===== src/rtl/xmc_pkg.sv =====
package xmc_pkg;

  typedef enum logic [1:0] {
    XS_IDLE = 2'd0,
    XS_ADDR = 2'd1,
    XS_DONE = 2'd2
  } xmc_state_e;

  // Address-phase length in cycles for a given stretch value and direction.
  function automatic int unsigned addr_cycles(input int unsigned s, input logic is_wr);
    return is_wr ? (s + 2) : (s + 1);
  endfunction

  // Write-strobe length: never below one cycle.
  function automatic int unsigned wstrobe_cycles(input int unsigned s);
    return (s < 2) ? 1 : s;
  endfunction

endpackage


===== src/rtl/xmc_stretch_reg.sv =====
module xmc_stretch_reg #(
  parameter int SW      = 3,
  parameter int RST_VAL = 1
) (
  input  logic          clk,
  input  logic          rst,
  input  logic          we,
  input  logic [SW-1:0] wval,
  output logic [SW-1:0] q
);

  always_ff @(posedge clk) begin
    if (rst) q <= SW'(RST_VAL);
    else if (we) q <= wval;
  end

  assert_reset_val_R1: assert property (@(posedge clk)
    $past(rst) |-> (q == SW'(RST_VAL)));

  assert_hold_R9: assert property (@(posedge clk) disable iff (rst)
    (!$past(we) && !$past(rst)) |-> $stable(q));

  assert_load_R9: assert property (@(posedge clk) disable iff (rst)
    ($past(we) && !$past(rst)) |-> (q == $past(wval)));

endmodule


===== src/rtl/xmc_sequencer.sv =====
module xmc_sequencer
  import xmc_pkg::*;
#(
  parameter int AW = 16,
  parameter int DW = 8,
  parameter int SW = 3
) (
  input  logic          clk,
  input  logic          rst,
  input  logic [SW-1:0] stretch,
  input  logic          req_valid,
  input  logic          req_write,
  input  logic [AW-1:0] req_addr,
  input  logic [DW-1:0] req_wdata,
  output logic          busy,
  output logic [AW-1:0] mem_addr,
  output logic [DW-1:0] mem_wdata,
  output logic          mem_av,
  output logic          mem_rd,
  output logic          mem_wr,
  output logic          done,
  output logic          cap_en
);

  // Counter must hold addr_cycles(max stretch, write) - 1 = 2**SW.
  localparam int CW = SW + 1;

  xmc_state_e    state;
  logic [CW-1:0] cnt;
  logic [CW-1:0] wlen;
  logic          is_wr;
  logic [CW-1:0] cnt_dec;

  assign cnt_dec = cnt - CW'(1);
  assign busy    = (state != XS_IDLE);
  assign cap_en  = (state == XS_ADDR) && (cnt == '0) && !is_wr;

  always_ff @(posedge clk) begin
    if (rst) begin
      state     <= XS_IDLE;
      cnt       <= '0;
      wlen      <= '0;
      is_wr     <= 1'b0;
      mem_addr  <= '0;
      mem_wdata <= '0;
      mem_av    <= 1'b0;
      mem_rd    <= 1'b0;
      mem_wr    <= 1'b0;
      done      <= 1'b0;
    end else begin
      done <= 1'b0;
      unique case (state)
        XS_IDLE: begin
          if (req_valid) begin
            state     <= XS_ADDR;
            is_wr     <= req_write;
            mem_addr  <= req_addr;
            mem_wdata <= req_wdata;
            cnt       <= CW'(addr_cycles(int'(stretch), req_write) - 1);
            wlen      <= CW'(wstrobe_cycles(int'(stretch)));
            mem_av    <= 1'b1;
            mem_rd    <= !req_write;
            // The first write cycle is always ahead of the strobe window.
            mem_wr    <= 1'b0;
          end
        end
        XS_ADDR: begin
          if (cnt == '0) begin
            state  <= XS_DONE;
            mem_av <= 1'b0;
            mem_rd <= 1'b0;
            mem_wr <= 1'b0;
            done   <= 1'b1;
          end else begin
            cnt    <= cnt_dec;
            mem_wr <= is_wr && (cnt_dec < wlen);
          end
        end
        XS_DONE: state <= XS_IDLE;
        default: state <= XS_IDLE;
      endcase
    end
  end

  assert_rd_wr_excl_R10: assert property (@(posedge clk) disable iff (rst)
    !(mem_rd && mem_wr));

  assert_rd_in_av_R3: assert property (@(posedge clk) disable iff (rst)
    mem_rd |-> mem_av);

  assert_wr_in_av_R5: assert property (@(posedge clk) disable iff (rst)
    mem_wr |-> mem_av);

  assert_wr_last_R5: assert property (@(posedge clk) disable iff (rst)
    $fell(mem_wr) |-> $fell(mem_av));

  assert_done_after_av_R7: assert property (@(posedge clk) disable iff (rst)
    $fell(mem_av) |-> done);

  assert_done_pulse_R7: assert property (@(posedge clk) disable iff (rst)
    done |=> !done);

  assert_addr_stable_R10: assert property (@(posedge clk) disable iff (rst)
    (mem_av && $past(mem_av)) |-> ($stable(mem_addr) && $stable(mem_wdata)));

  assert_busy_ignore_R8: assert property (@(posedge clk) disable iff (rst)
    busy |=> $stable(mem_addr));

endmodule


===== src/rtl/xmc_rd_capture.sv =====
module xmc_rd_capture #(
  parameter int DW = 8
) (
  input  logic          clk,
  input  logic          rst,
  input  logic          cap_en,
  input  logic [DW-1:0] mem_rdata,
  output logic [DW-1:0] rd_data
);

  always_ff @(posedge clk) begin
    if (rst) rd_data <= '0;
    else if (cap_en) rd_data <= mem_rdata;
  end

  assert_rd_hold_R6: assert property (@(posedge clk) disable iff (rst)
    !$past(cap_en) |-> $stable(rd_data));

endmodule


===== src/rtl/xmem_cycle_gen.sv =====
module xmem_cycle_gen #(
  parameter int AW          = 16,
  parameter int DW          = 8,
  parameter int SW          = 3,
  parameter int STRETCH_RST = 1
) (
  input  logic          clk,
  input  logic          rst,
  input  logic          cfg_we,
  input  logic [SW-1:0] cfg_stretch,
  output logic [SW-1:0] stretch_o,
  input  logic          req_valid,
  input  logic          req_write,
  input  logic [AW-1:0] req_addr,
  input  logic [DW-1:0] req_wdata,
  output logic          busy,
  output logic [AW-1:0] mem_addr,
  output logic [DW-1:0] mem_wdata,
  output logic          mem_addr_valid,
  output logic          mem_rd,
  output logic          mem_wr,
  input  logic [DW-1:0] mem_rdata,
  output logic          done,
  output logic [DW-1:0] rd_data
);

  logic cap_en;

  xmc_stretch_reg #(.SW(SW), .RST_VAL(STRETCH_RST)) u_stretch (
    .clk  (clk),
    .rst  (rst),
    .we   (cfg_we),
    .wval (cfg_stretch),
    .q    (stretch_o)
  );

  xmc_sequencer #(.AW(AW), .DW(DW), .SW(SW)) u_seq (
    .clk       (clk),
    .rst       (rst),
    .stretch   (stretch_o),
    .req_valid (req_valid),
    .req_write (req_write),
    .req_addr  (req_addr),
    .req_wdata (req_wdata),
    .busy      (busy),
    .mem_addr  (mem_addr),
    .mem_wdata (mem_wdata),
    .mem_av    (mem_addr_valid),
    .mem_rd    (mem_rd),
    .mem_wr    (mem_wr),
    .done      (done),
    .cap_en    (cap_en)
  );

  xmc_rd_capture #(.DW(DW)) u_cap (
    .clk       (clk),
    .rst       (rst),
    .cap_en    (cap_en),
    .mem_rdata (mem_rdata),
    .rd_data   (rd_data)
  );

  assert_idle_quiet_R1: assert property (@(posedge clk) disable iff (rst)
    !busy |-> (!mem_addr_valid && !mem_rd && !mem_wr));

endmodule


===== config.mk =====
export PLATFORM = sky130hd
export DESIGN_NAME = xmem_cycle_gen
export DESIGN_NICKNAME = d
export VERILOG_FILES = /design/src/rtl/xmc_pkg.sv /design/src/rtl/xmc_stretch_reg.sv /design/src/rtl/xmc_sequencer.sv /design/src/rtl/xmc_rd_capture.sv /design/src/rtl/xmem_cycle_gen.sv
export SDC_FILE = /design/constraint.sdc
export NUM_CORES = 1
export LEC_CHECK = 0
export BUFFER_PORTS_ARGS = -buffer_cell sky130_fd_sc_hd__buf_2
export CORE_MARGIN = 3
export CORE_UTILIZATION = 45
export CTS_BUF_LIST = sky130_fd_sc_hd__clkbuf_4
export DETAILED_ROUTE_END_ITERATION = 10
export PLACE_DENSITY = 0.75
export SYNTH_ARGS = -nofsm -noshare
export SYNTH_HDL_FRONTEND = slang
export SYNTH_SLANG_ARGS = --single-unit
export TNS_END_PERCENT = 1

===== constraint.sdc =====
create_clock -name clk -period 1.95 [get_ports clk]
set_clock_uncertainty 0.05 [all_clocks]
set_input_delay 0.585 -clock clk [delete_from_list [all_inputs] [get_ports clk]]
set_output_delay 0.585 -clock clk [all_outputs]
set_load 0.01 [all_outputs]

Yosys cells after proc, flatten, opt, wreduce, memory -nomap -nowiden
Index checks and enable logic that the tools add are counted.
{"block": "word_totals", "mem_count": 0, "ram_bits": 0, "reg_bits": 50, "out_inout_bits": 40, "wordCells": 55, "romBits": 0, "latchBits": 0, "inputBits": 40}
{"block": "classes", "magnitude_cmp": 2, "add_sub_neg": 4, "n_mux": 17, "bitwise": 1, "n_mul": 0, "n_eq_ne": 4, "n_reduce_logical": 15, "div_mod_pow": 0, "n_shift": 0}
{"operator": "4-bit 2-to-1 mux", "n": 3}
{"operator": "4-bit one-hot mux with 2 select lines", "n": 1}
{"operator": "4-bit by 1-bit subtractor with 4-bit output, second input constant", "n": 2}
{"operator": "1-bit 2-to-1 mux", "n": 6}
{"operator": "2-bit != test, second input constant", "n": 3}
{"operator": "1-bit one-hot mux with 2 select lines", "n": 3}
{"operator": "2-bit AND reduction", "n": 3}
{"operator": "3-bit AND reduction", "n": 2}
{"operator": "3-bit by 1-bit adder with 4-bit output, second input constant", "n": 1}
{"operator": "3-bit by 2-bit adder with 4-bit output, second input constant", "n": 1}
{"operator": "4-bit zero test", "n": 1}
{"operator": "4-bit < comparator", "n": 1}
{"operator": "2-bit 2-to-1 mux", "n": 2}
{"operator": "2-bit one-hot mux with 2 select lines", "n": 1}
{"operator": "2-bit nonzero test", "n": 2}
{"operator": "1-bit logical AND", "n": 3}
{"operator": "3-bit by 2-bit < comparator with 1-bit output, second input constant", "n": 1}
{"operator": "3-bit 2-to-1 mux", "n": 1}
{"operator": "2-bit by 1-bit equality test with 1-bit output, second input constant", "n": 1}
{"operator": "1-bit zero test", "n": 2}
{"operator": "2-bit zero test", "n": 1}
{"operator": "2-bit OR reduction", "n": 1}
{"operator": "1-bit inverter", "n": 1}

Longest topological paths before layout
{"block": "depth", "ltp_word": 5, "depth_mapped": 8, "mapped_depth_nobuf": 8}

Modules after synthesis
From an unflattened synthesis, not the netlist that was laid out.
{"block": "unflattened", "cells_unflattened": 236, "area_unflattened_um2": 2029.4}
{"module": "xmc_sequencer", "instances": 1, "seq_area_each_um2": 760.7, "area_per_inst_um2": 1641.6, "cells_each": 201}
{"module": "xmc_rd_capture", "instances": 1, "seq_area_each_um2": 160.2, "area_per_inst_um2": 285.3, "cells_each": 26}
{"module": "xmc_stretch_reg", "instances": 1, "seq_area_each_um2": 60.1, "area_per_inst_um2": 102.6, "cells_each": 9}

Worst setup path after synthesis
OpenSTA, ideal clock, no wires.
{"block": "synth_path", "path_kind": "input to register", "startpoint": "in req_write", "endpoint": "reg u_seq.cnt[2]", "stages": 6, "slack_ns": 0.115, "setup_time_ns": 0.091, "n_path_buf": 1, "required_time_ns": 1.809, "arrival_time_ns": 1.694, "path_cell_list": "clkbuf_1 inv_1 mux2i_1 ha_1 a211o_1 a311oi_1"}
{"block": "synth_between", "elab_chain_cells": 4}
{"element": "start: declaration", "line_no": "xmem_cycle_gen.sv:13", "rtl": "input logic req_write,"}
{"element": "4-bit 2-to-1 mux", "line_no": "xmc_pkg.sv:11", "rtl": "return is_wr ? (s + 2) : (s + 1);"}
{"element": "4-bit by 1-bit subtractor with 4-bit output", "line_no": "xmc_sequencer.sv:59", "rtl": "cnt <= CW'(addr_cycles(int'(stretch), req_write) - 1);"}
{"element": "4-bit 2-to-1 mux", "line_no": "xmc_sequencer.sv:54", "rtl": "if (req_valid) begin"}
{"element": "4-bit one-hot mux with 2 select lines", "line_no": "xmc_sequencer.sv:52", "rtl": "unique case (state)"}
{"element": "end signal: assignment", "line_no": "xmc_sequencer.sv:59"}
{"element": "end signal: assignment", "line_no": "xmc_sequencer.sv:75", "rtl": "cnt <= cnt_dec;"}
{"element": "end: declaration", "line_no": "xmc_sequencer.sv:29", "rtl": "logic [CW-1:0] cnt;"}
Every way passes these cells. The select of a mux whose other input is x is not followed.
A chain may end at the register's enable or synchronous reset.

Worst setup path in the final report
{"block": "layout_path", "startpoint": "reg u_seq.state[0]", "endpoint": "out busy"}
{"block": "layout_between", "elab_chain_cells": 1}
{"element": "start: declaration", "line_no": "xmc_sequencer.sv:28", "rtl": "xmc_state_e state;"}
{"element": "start signal: assignment", "line_no": "xmc_sequencer.sv:40", "rtl": "state <= XS_IDLE;"}
{"element": "start signal: assignment", "line_no": "xmc_sequencer.sv:55", "rtl": "state <= XS_ADDR;"}
{"element": "start signal: assignment", "line_no": "xmc_sequencer.sv:69", "rtl": "state <= XS_DONE;"}
{"element": "2-bit nonzero test", "line_no": "xmc_sequencer.sv:35", "rtl": "assign busy = (state != XS_IDLE);"}
{"element": "end: declaration", "line_no": "xmem_cycle_gen.sv:16", "rtl": "output logic busy,"}
Every way passes these cells.

==> metrics.log <==
[metrics] number of non-filler instances in the completed layout: 386
[metrics] placed instance area: ~2500 sq um
[metrics] Worst path max stage delay: around 0.4 ns
[metrics] number of antenna violations at the first check in global routing: 0
[metrics] worst path cell trace: or2_2 -> buf_2
[metrics] global-route wire length before repair: 7460 microns
[metrics] Worst path top cell family by delay: flip-flops
[metrics] Peak supply drop: 456 uV
[metrics] count of max-cap constraint violations: 0
[metrics] Yosys warnings: 0
[metrics] number of distinct library cells after synthesis: 36
[metrics] number of rows created at floorplan: 24
[metrics] clk sink count: 49
[metrics] element type at the critical path end: primary output
[metrics] f_max: 541 MHz
[metrics] slowest CP cell: sky130_fd_sc_hd__dfxtp_1
[metrics] setup-violating endpoint count in the final report: 0
[metrics] Worst Hold Endpoint: u_stretch.q[0]$_SDFFE_PP1P_
[metrics] instance count on the critical path: 2
[metrics] post-synthesis register bit count: 49
[metrics] setup TNS: 0 ns
[metrics] maximum buffer depth of the clock tree: 2
[metrics] Worst Reg-to-Reg Cells: 6
[metrics] number of enable-type register cells in the synthesized netlist: 0
[metrics] residual overflow from global routing: 0
[metrics] initial core utilization: 47.2%
[metrics] endpoint of the worst register-to-register path: u_seq.cnt[0]$_SDFFE_PP0P_
[metrics] Async S/R FF share, synth: 0%
[metrics] met2 capacity usage during global routing: 28.7%
[metrics] Mean Syn Cell Area: approximately 8.1 sq um
[metrics] clock latency on the worst-skew pair: 0.35 ns
[metrics] CP Buf/Inv Count: 1
[metrics] sequential fraction of the synthesis area: around 47%
[metrics] post-synthesis cell area: 2070 sq um
[metrics] critical path arrival: roughly 1.2 ns
[metrics] area of all placed cells without fillers: 2620 sq um
[metrics] half-perimeter wire length after placement: 3550 microns
[metrics] transition at the pin with the smallest max-transition slack: 0.430 ns
[metrics] Reg2Reg Setup Slack: 0.19 ns
[metrics] Main synth FF type: sky130_fd_sc_hd__dfxtp_1
[metrics] Root Buffer Master: sky130_fd_sc_hd__clkbuf_4
[metrics] vias in the first global route: 1774
[metrics] Avg Vias per Cell: around 5.0
[metrics] final worst-path cycle share: ~95%
[metrics] final-report max-slew violation count: 0
[metrics] Lkg Pwr: 1.21 nW
[metrics] Buffers on Ports: 79
[metrics] vertical die dimension: around 74 microns
[metrics] area inside the core boundary: between 4000 and 5000 sq um
[metrics] Crit path required time: 1.31 ns
[metrics] clock slew seen by the registers of the worst setup and hold paths: 0.14 ns
[metrics] diode count: 0
[metrics] cell area power density: 931 nW/um^2
[metrics] maximum level of the CTS H-tree: 2
[metrics] largest driver fanout on the critical path: 8
[metrics] gate count of the mapped netlist: 256
[metrics] DRT Wirelength: between 4000 and 5000 microns
[metrics] total global routing track utilization: between 10% and 20%
[metrics] pin count of the biggest net entering global routing: 31
[metrics] worst slack after detailed placement: 0.0823 ns
[metrics] hold slack final: 0.377 ns
[metrics] met1 global-route usage: 20.3%
[metrics] count of endpoints failing hold in the final timing report: 0
[metrics] Max-slew headroom: 71.3%
[metrics] Worst Setup Start Kind: flop
[metrics] share of final-layout standard cells stronger than drive strength 1: ~30%
[metrics] Layout Utilization: 59.7%
[metrics] number of placed cells counting well taps: approximately 380
[metrics] clock tree from TritonCTS: done
[metrics] cell depth of the worst hold path: 2
[metrics] num ports: 80
[metrics] number of iterations in the first detailed-routing pass: 5
[metrics] total power draw: 2.44 mW
[metrics] syn_nets: between 300 and 400
[metrics] crit path kind: reg2out
[metrics] time the worst path needs with I/O delays and setup: 1.85 ns
[metrics] Num CTS Buffers: 5
[metrics] net count reported at finish: 380
[metrics] violation count after the first detailed-routing iteration: 119
[metrics] floorplan die area: 5450 sq um
[metrics] vias: around 1900
[metrics] remaining number of nets flagged by the antenna check after routing: 0
[metrics] gp weighted congestion: 0.890
[metrics] Die Wd: 73.8 microns
[metrics] highest-utilization routing layer at the global route stage: met2
[metrics] reg-to-reg critical path startpoint: u_seq.cnt[0]$_SDFFE_PP0P_
[metrics] class of the tightest hold or removal check: in2reg
[metrics] area added between synthesis and finish: 26.5%
[metrics] setup repair after global routing missed its margin: false
[metrics] remaining design rule violation count: 0
[metrics] result of the run: finished clean
[metrics] met3 track demand over resource in global routing: 6.16%
[metrics] number of buffers inserted by hold repair at cts: 0
[metrics] Worst Hold Launch: cfg_stretch[0]
[metrics] Final WS setup: 0.102 ns
[metrics] drt wl/cell: roughly 13 microns
[cell type report]
cell class	instances	area, sq um
fill	416	1770
multi-input combinational	181	995
sequential	49	982
timing repair buffer	86	460
tap	52	65.1
clock buffer	6	45.0
inverter	10	37.5
clock inverter	2	33.8
[worst max-delay path by stage]
stage / start / endpoint / slack (ns)
2_1_floorplan: req_write / u_seq.cnt[2]$_SDFFE_PP0P_ / 0.12
3_3_place_gp: u_seq.cnt[0]$_SDFFE_PP0P_ / u_cap.rd_data[1]$_SDFFE_PP0P_ / 0.15
3_5_place_dp: u_seq.cnt[0]$_SDFFE_PP0P_ / u_cap.rd_data[1]$_SDFFE_PP0P_ / 0.08
4_1_cts: u_seq.cnt[0]$_SDFFE_PP0P_ / u_cap.rd_data[1]$_SDFFE_PP0P_ / 0.04
5_1_grt: u_seq.cnt[0]$_SDFFE_PP0P_ / u_cap.rd_data[5]$_SDFFE_PP0P_ / 0.001
6_report: u_seq.state[0]$_SDFFE_PP0P_ / busy / 0.10
[cell usage after synthesis, types with 2 or more instances]
cell type / instances / area share, %
sky130_fd_sc_hd__o21ai_0: 12 / 2.9
sky130_fd_sc_hd__nor2_1: 13 / 2.4
sky130_fd_sc_hd__nor2b_1: 4 / 1.2
sky130_fd_sc_hd__a211o_1: 2 / 0.85
sky130_fd_sc_hd__o31a_1: 2 / 0.85
sky130_fd_sc_hd__ha_1: 7 / 4.2
sky130_fd_sc_hd__xor2_1: 3 / 1.3
sky130_fd_sc_hd__nand2_1: 65 / 12
sky130_fd_sc_hd__clkbuf_1: 12 / 2.2
sky130_fd_sc_hd__nand2b_1: 2 / 0.60
sky130_fd_sc_hd__nor3_1: 2 / 0.48
sky130_fd_sc_hd__inv_1: 10 / 1.8
sky130_fd_sc_hd__o21bai_1: 2 / 0.72
sky130_fd_sc_hd__a31oi_1: 3 / 0.91
sky130_fd_sc_hd__dfxtp_1: 49 / 47
sky130_fd_sc_hd__mux2i_1: 6 / 2.9
sky130_fd_sc_hd__nand4_1: 2 / 0.60
sky130_fd_sc_hd__buf_2: 4 / 0.97
sky130_fd_sc_hd__or3_1: 2 / 0.60
sky130_fd_sc_hd__a21oi_1: 38 / 9.2
[cell usage in the layout (no fill, tap or decap), types with 2 or more instances in the layout]
master / n
sky130_fd_sc_hd__a211o_1: 2
sky130_fd_sc_hd__a21oi_1: 38
sky130_fd_sc_hd__a31oi_1: 3
sky130_fd_sc_hd__buf_2: 79
sky130_fd_sc_hd__buf_4: 6
sky130_fd_sc_hd__clkbuf_4: 6
sky130_fd_sc_hd__dfxtp_1: 48
sky130_fd_sc_hd__ha_1: 7
sky130_fd_sc_hd__inv_1: 10
sky130_fd_sc_hd__mux2i_1: 6
sky130_fd_sc_hd__nand2_1: 64
sky130_fd_sc_hd__nand2b_1: 2
sky130_fd_sc_hd__nand4_1: 2
sky130_fd_sc_hd__nor2_1: 13
sky130_fd_sc_hd__nor2b_1: 4
sky130_fd_sc_hd__nor3_1: 2
sky130_fd_sc_hd__nor3b_2: 2
sky130_fd_sc_hd__o21ai_0: 12
sky130_fd_sc_hd__o21bai_1: 2
sky130_fd_sc_hd__o31a_1: 2
sky130_fd_sc_hd__or3_1: 2
sky130_fd_sc_hd__xor2_1: 3
[power by group]
part,internal (mW),total [mW],leakage (nW),switching [mW]
registers,1.10,1.19,0.402,0.0813
logic,0.291,0.664,0.764,0.373
clock network,0.281,0.588,0.0433,0.307
total,1.68,2.44,1.21,0.761
[state kept, by name, indices dropped and copies added, names as in the netlist]
register	cells
u_cap.rd_data	8
u_seq.wlen	3
u_seq.is_wr	1
u_stretch.q	3
u_seq.mem_av	1
u_seq.mem_addr	16
u_seq.state	2
u_seq.mem_wr	1
u_seq.done	1
u_seq.mem_rd	1
u_seq.cnt	4
u_seq.mem_wdata	8
[cells by family (layout without fill, tap and decap cells)]
| family | after synthesis | after routing | synth area share [%] |
|---|---|---|---|
| and+or+nand+nor | 99 | 99 | 21.0 |
| xor gates and xnor gates | 4 | 4 | 1.69 |
| muxes | 6 | 6 | 2.90 |
| adders and majority gates | 7 | 7 | 4.23 |
| buffers and inverters | 26 | 104 | 4.95 |
| AOI/OAI and AO/OA | 65 | 65 | 17.8 |
| DFF | 49 | 49 | 47.4 |
[per-layer routing]
layer	share of wire, %	wire length [microns]
met5	0	0
met4	0.92	45
met3	7.4	358
met2	49	2400
met1	42	2060
[what timing repair did]
| item | 4_1_cts | 5_1_grt |
|---|---|---|
| endpoints found under the setup margin | 0 | 12 |
| gates resized for setup | 0 | 3 |
| setup buffers | 0 | 0 |
Power figures use the tool's default switching activity.
